$ cat src/rtl/burst_seq_pkg.sv
// Package: burst_seq_pkg
// Types and constants shared by the burst address generator.
// Assumes a burst length that is a power of two.
package burst_seq_pkg;

    // Beat ordering chosen when a burst is loaded.
    typedef enum logic {
        ORD_LINEAR     = 1'b0,
        ORD_INTERLEAVE = 1'b1
    } burst_order_e;

    // Default number of beats in one burst.
    localparam int BURST_BEATS = 4;

endpackage

$ cat src/rtl/burst_start_reg.sv
// Module: burst_start_reg
// Holds the start address and the beat order of the current burst.
// Both are taken when load is high. The upper address bits stay fixed
// until the next load. Assumes a synchronous active-low reset.
module burst_start_reg
    import burst_seq_pkg::*;
#(
    parameter int ADDR_W = 16,
    parameter int LOW_W  = 2
) (
    input  logic                    clk,
    input  logic                    rst_n,
    input  logic                    load,
    input  logic [ADDR_W-1:0]       addr_in,
    input  logic                    order_sel,
    output logic [ADDR_W-LOW_W-1:0] upper_q,
    output logic [LOW_W-1:0]        start_lo_q,
    output burst_order_e            order_q
);

    // Purpose: capture the start address and the order on load; clear on reset.
    always_ff @(posedge clk) begin
        if (!rst_n) begin
            upper_q    <= '0;
            start_lo_q <= '0;
            order_q    <= ORD_INTERLEAVE;
        end else if (load) begin
            upper_q    <= addr_in[ADDR_W-1:LOW_W];
            start_lo_q <= addr_in[LOW_W-1:0];
            order_q    <= burst_order_e'(order_sel);
        end
    end

    // a load captures the start address.
    p_capture_r2: assert property (@(posedge clk) disable iff (!rst_n)
        load |=> ({upper_q, start_lo_q} == $past(addr_in)));

    // outside a load, the order never moves.
    p_order_held_r8: assert property (@(posedge clk) disable iff (!rst_n)
        !load |=> $stable(order_q));

endmodule

$ cat src/rtl/burst_beat_ctr.sv
// Module: burst_beat_ctr
// Beat counter of a burst. Load restarts it at zero and has priority
// over advance. Advance steps it modulo 2**CNT_W. Otherwise it holds.
// Assumes a synchronous active-low reset.
module burst_beat_ctr #(
    parameter int CNT_W = 2
) (
    input  logic             clk,
    input  logic             rst_n,
    input  logic             load,
    input  logic             adv,
    output logic [CNT_W-1:0] beat_q
);

    // Purpose: restart, step or hold the beat index.
    always_ff @(posedge clk) begin
        if (!rst_n) begin
            beat_q <= '0;
        end else if (load) begin
            beat_q <= '0;
        end else if (adv) begin
            beat_q <= beat_q + 1'b1;
        end
    end

    // a load restarts the beat index even while advance is low.
    p_restart_r9: assert property (@(posedge clk) disable iff (!rst_n)
        load |=> (beat_q == '0));

    // an advance with no load steps the index by one, wrapping.
    p_step_r5: assert property (@(posedge clk) disable iff (!rst_n)
        (!load && adv) |=> (beat_q == CNT_W'($past(beat_q) + 1'b1)));

    // with neither load nor advance, the index holds.
    p_hold_r6: assert property (@(posedge clk) disable iff (!rst_n)
        (!load && !adv) |=> $stable(beat_q));

endmodule

$ cat src/rtl/burst_order_map.sv
// Module: burst_order_map
// Maps the start low bits and the beat index to the low address bits.
// Interleaved order XORs them. Linear order adds them, wrapping within
// the block. Purely combinational.
module burst_order_map
    import burst_seq_pkg::*;
#(
    parameter int LOW_W = 2
) (
    input  logic [LOW_W-1:0] start_lo,
    input  logic [LOW_W-1:0] beat,
    input  burst_order_e     order,
    output logic [LOW_W-1:0] low_out
);

    logic [LOW_W-1:0] xor_lo;
    logic [LOW_W-1:0] sum_lo;

    // Interleaved candidate, one XOR per bit.
    for (genvar b = 0; b < LOW_W; b++) begin : g_xor_bit
        assign xor_lo[b] = start_lo[b] ^ beat[b];
    end

    // Purpose: linear candidate; the add wraps at the block width.
    always_comb begin
        sum_lo = start_lo + beat;
    end

    // Purpose: choose the candidate that matches the captured order.
    always_comb begin
        unique case (order)
            ORD_INTERLEAVE: low_out = xor_lo;
            default:        low_out = sum_lo;
        endcase
    end

endmodule

$ cat src/rtl/burst_addr_seq.sv
// Module: burst_addr_seq
// Top of the burst address generator. Either active-low strobe loads a
// start address. Active-low advance steps through the beats in
// interleaved or linear order, and advance high inserts a wait cycle.
// Assumes a power-of-two burst length and that strobes are synchronous.
module burst_addr_seq
    import burst_seq_pkg::*;
#(
    parameter int ADDR_W = 16,
    parameter int BEATS  = BURST_BEATS
) (
    input  logic                     clk,
    input  logic                     rst_n,
    input  logic                     load_a_n,
    input  logic                     load_b_n,
    input  logic                     adv_n,
    input  logic                     order_sel,
    input  logic [ADDR_W-1:0]        addr_in,
    output logic [ADDR_W-1:0]        addr_out,
    output logic [$clog2(BEATS)-1:0] beat_idx
);

    localparam int LOW_W = $clog2(BEATS);
    localparam int UP_W  = ADDR_W - LOW_W;

    logic             load;
    logic             adv;
    logic [UP_W-1:0]  upper_q;
    logic [LOW_W-1:0] start_lo_q;
    logic [LOW_W-1:0] beat_q;
    logic [LOW_W-1:0] low_bits;
    burst_order_e     order_q;

    // Purpose: merge the two strobes and turn the controls active-high.
    always_comb begin
        load = !load_a_n || !load_b_n;
        adv  = !adv_n;
    end

    burst_start_reg #(.ADDR_W(ADDR_W), .LOW_W(LOW_W)) u_start (
        .clk       (clk),
        .rst_n     (rst_n),
        .load      (load),
        .addr_in   (addr_in),
        .order_sel (order_sel),
        .upper_q   (upper_q),
        .start_lo_q(start_lo_q),
        .order_q   (order_q)
    );

    burst_beat_ctr #(.CNT_W(LOW_W)) u_beat (
        .clk   (clk),
        .rst_n (rst_n),
        .load  (load),
        .adv   (adv),
        .beat_q(beat_q)
    );

    burst_order_map #(.LOW_W(LOW_W)) u_map (
        .start_lo(start_lo_q),
        .beat    (beat_q),
        .order   (order_q),
        .low_out (low_bits)
    );

    // Purpose: put together the output address and the beat index.
    always_comb begin
        addr_out = {upper_q, low_bits};
        beat_idx = beat_q;
    end

    // outside a load, the upper address bits are stable.
    p_upper_stable_r7: assert property (@(posedge clk) disable iff (!rst_n)
        !load |=> $stable(addr_out[ADDR_W-1:LOW_W]));

    // a wait cycle repeats the whole address.
    p_wait_repeat_r6: assert property (@(posedge clk) disable iff (!rst_n)
        (!load && !adv) |=> $stable(addr_out));

    // the first beat after a load is the external address.
    p_first_beat_r2: assert property (@(posedge clk) disable iff (!rst_n)
        load |=> (addr_out == $past(addr_in)));

endmodule

$ cat config.mk
export PLATFORM = sky130hd
export DESIGN_NAME = burst_addr_seq
export DESIGN_NICKNAME = d
export VERILOG_FILES = /design/src/rtl/burst_seq_pkg.sv /design/src/rtl/burst_start_reg.sv /design/src/rtl/burst_beat_ctr.sv /design/src/rtl/burst_order_map.sv /design/src/rtl/burst_addr_seq.sv
export SDC_FILE = /design/constraint.sdc
export NUM_CORES = 1
export LEC_CHECK = 0
export BUFFER_PORTS_ARGS = -buffer_cell sky130_fd_sc_hd__buf_2
export CAP_MARGIN = 5
export CORE_AREA = 2 2 46 48
export CTS_CLUSTER_DIAMETER = 120
export CTS_CLUSTER_SIZE = 28
export DETAILED_ROUTE_END_ITERATION = 8
export DIE_AREA = 0 0 48 50
export GPL_ROUTABILITY_DRIVEN = 0
export MAX_ROUTING_LAYER = met4
export PLACE_DENSITY = 0.74
export REMOVE_ABC_BUFFERS = 1
export SYNTH_ARGS = -nofsm -noshare
export SYNTH_HDL_FRONTEND = slang
export SYNTH_HIERARCHICAL = 1
export SYNTH_SLANG_ARGS = --single-unit
export TNS_END_PERCENT = 1
$ cat constraint.sdc
create_clock -name clk -period 1.3 [get_ports clk]
set_clock_uncertainty 0.05 [all_clocks]
set_input_delay 0.26 -clock clk [delete_from_list [all_inputs] [get_ports clk]]
set_output_delay 0.26 -clock clk [all_outputs]
set_load 0.005 [all_outputs]
==> impl_metrics.json <==
{
  "status": "finished with violations",
  "violations": "negative setup slack",
  "ys.flop_type": "dfxtp_1",
  "grt_pass1_wl_mm": 2.11,
  "critPathLaunch": "u_beat/beat_q[0]$_SDFFE_PP0P_",
  "placed_cells": 134,
  "route.detailed.drc": 0,
  "fillerInstances": 164,
  "irDropWorstVdd_mv": 0.431,
  "io_pins": 40,
  "final_cells": 138,
  "final_area_um2": 1080,
  "fin_nets": 135,
  "ys_top_cells_by_area": "dfxtp_1, mux2i_1, nor2b_1, xnor2_1, buf_12",
  "clk_pin_slew_worst_paths_ps": 90,
  "use_met1_pct": 14.6,
  "slew_violations": 0,
  "synth_most_common_cell": "dfxtp_1",
  "clock_path_buffers": 2,
  "p_comb_share_pct": 16.1,
  "cts.sinks": 19,
  "area_growth_pct": 38.4,
  "post_dp_cell_area_um2": 1010,
  "synth_common_cells": "dfxtp_1, mux2i_1, nor2b_1, xnor2_1, nand2_1",
  "clkPwrFrac_pct": 25.3,
  "antenna_found_initial": 0,
  "grt_pass1_vias": 510,
  "grt_most_used_layer": "met2",
  "hold_depth": 3,
  "switching_share_pct": 22.5,
  "cts_tree": "done",
  "ys_seq_area_share_pct": 48.9,
  "tightest_slew_ps": 248,
  "syn_area_um2": 778,
  "synth-seq-cells": 19,
  "cts_buffers": 3,
  "p_total_mw": 1.09,
  "wl_per_cell_um": 10.1,
  "diodes": 0,
  "crit_required_ps": 990,
  "end_kind": "output pin",
  "leakage_nw": 0.576,
  "syn_inst": 68,
  "met3_usage_pct": 2.20,
  "routed-via-count": 591,
  "fp-row-count": 16,
  "pre_cts_slack_ps": 122,
  "crit_fanout": 2,
  "drt-total-wl_mm": 1.39,
  "core_area_um2": 1900,
  "layout-drive-gt1-share_pct": 46.8,
  "synth_area_per_cell_um2": 11.4,
  "yosys_warnings": 6,
  "setup_violations": 1,
  "avgViaCountPerCell": 4.28,
  "clk_latency_ps": 280,
  "postCtsHoldBufs": 0,
  "yosysTopAreaCell": "dfxtp_1",
  "cp-start-kind": "flop",
  "reg2reg_to": "u_beat/beat_q[1]$_SDFFE_PP0P_",
  "drt-pass1-iter-count": 4,
  "start_util_pct": 40.9,
  "synth-edff-count": 0,
  "first_iter_violations": 3,
  "power_density_nw_per_um2": 1010,
  "p_int_uw": 841,
  "overflow": 0,
  "ys_types": 15,
  "power.switching_uw": 244,
  "cts_setup_buffers": 0,
  "reg2regPathDepth": 3,
  "reg2reg_from": "u_beat/beat_q[0]$_SDFFE_PP0P_",
  "seqPwrFrac_pct": 58.7,
  "fin_ws_ps": -158,
  "reg2reg_slack_ps": 400,
  "io_buffers": 39,
  "min_path_type": "in2reg",
  "crit_type": "reg2out",
  "finalHoldViolations": 0,
  "die_area_um2": 2400,
  "fp.dieH_um": 50,
  "grt_max_degree": 19,
  "synth_top_area_share_pct": 48.9,
  "fmax_ghz": 0.686,
  "use_met2_pct": 20.4,
  "slew_headroom_pct": 83.5,
  "maxCapViolCount": 0,
  "fin_crit_ps": 1460,
  "ctsRootBufferMaster": "clkbuf_4",
  "critPathCapture": "addr_out[1]",
  "holdWs_ps": 148,
  "post-route-period-util_pct": 112,
  "track_usage_pct": 12.6,
  "critPathArrivalTime_ps": 1150,
  "async_flop_share_pct": 0,
  "antenna_left": 0,
  "die_w_um": 48,
  "htreeDepth": 1,
  "rsz0062_at_grt": "yes"
}
-- placed cells by master (no fill, tap or decap) --
cell      netlist  routed
xnor2_2         0       2
a21bo_1         1       1
nor2b_1        17      16
nand3b_1        1       1
inv_1           1       1
nor2b_4         0       1
nor2_1          1       1
buf_4           0       2
buf_6           1       1
xnor2_1         3       1
ha_4            0       1
mux2i_1        17      17
a21oi_2         1       1
clkbuf_1        1       1
dfxtp_1        19      17
clkbuf_4        0       3
buf_2           0      38
buf_12          1       1
nand2b_1        1       1
dfxtp_2         0       2
nand2_1         2       2
-- power groups by stage --
stage | sequential (mW) | clock [mW] | combinational, mW
2_1_floorplan | 0.650 | 0 | 0.0760
3_3_place_gp | 0.645 | 0 | 0.164
3_5_place_dp | 0.647 | 0 | 0.167
4_1_cts | 0.637 | 0.295 | 0.169
5_1_grt | 0.642 | 0.320 | 0.195
6_report | 0.637 | 0.274 | 0.174
-- how the worst min path moves through the flow --
stage                            startpoint                           end  slack [ps]
2_1_floorplan                         rst_n  u_start/order_q$_SDFFE_PN1P_         270
3_3_place_gp   u_start/order_q$_SDFFE_PN1P_  u_start/order_q$_SDFFE_PN1P_         410
3_5_place_dp   u_start/order_q$_SDFFE_PN1P_  u_start/order_q$_SDFFE_PN1P_         430
4_1_cts                           order_sel  u_start/order_q$_SDFFE_PN1P_         130
5_1_grt                           order_sel  u_start/order_q$_SDFFE_PN1P_         130
6_report                          order_sel  u_start/order_q$_SDFFE_PN1P_         150
-- critical path, stage by stage (launching register included) --
cell	delay, ps
dfxtp_2	360
ha_4	130
nor2b_4	150
xnor2_2	110
buf_2	120
-- metal layers --
metal	share of wire, %	vias up	wire [um]
met5	0	-	0
met2	47	29	658
met4	0.43	0	6
met1	45	253	633
li1	-	307	-
met3	6.9	2	96
-- sequential cells by signal (all words and copies together), names as in the netlist --
register	flops
u_beat/beat_q	2
u_start/start_lo_q	2
u_start/order_q	1
u_start/upper_q	14
-- final cells by class --
| class | count | area (um^2) | share of cell area, % |
|---|---|---|---|
| Multi-Input combinational cell | 45 | 394 | 36.6 |
| Sequential cell | 19 | 383 | 35.5 |
| Timing Repair Buffer | 42 | 236 | 22.0 |
| Tap cell | 27 | 33.8 | 3.14 |
| Clock buffer | 4 | 26.3 | 2.44 |
| Inverter | 1 | 3.75 | 0.348 |
-- metrics by stage --
stage	utilization (%)	TNS (ps)
floorplan	-	0
detailed placement	53.0	0
global route	56.6	-263
global placement	53.0	0
finish	56.6	-158
CTS	55.5	-184
-- kinds of logic after synthesis --
kind of cell,synth area share [%]
and+or+nand+nor,16.9
DFF,48.9
muxes,21.9
buffers and inverters,4.98
xor gates and xnor gates,3.38
AOI/OAI and AO/OA,2.41
adders and majority gates,1.61
-- timing repair --
| action | CTS | global route |
|---|---|---|
| setup endpoints to repair | 2 | 2 |
| pin swaps | 2 | 1 |
| resized for setup | 6 | 3 |
| endpoints found under the hold margin | 0 | 0 |
Note: power is estimated with default switching activity, not from simulation.
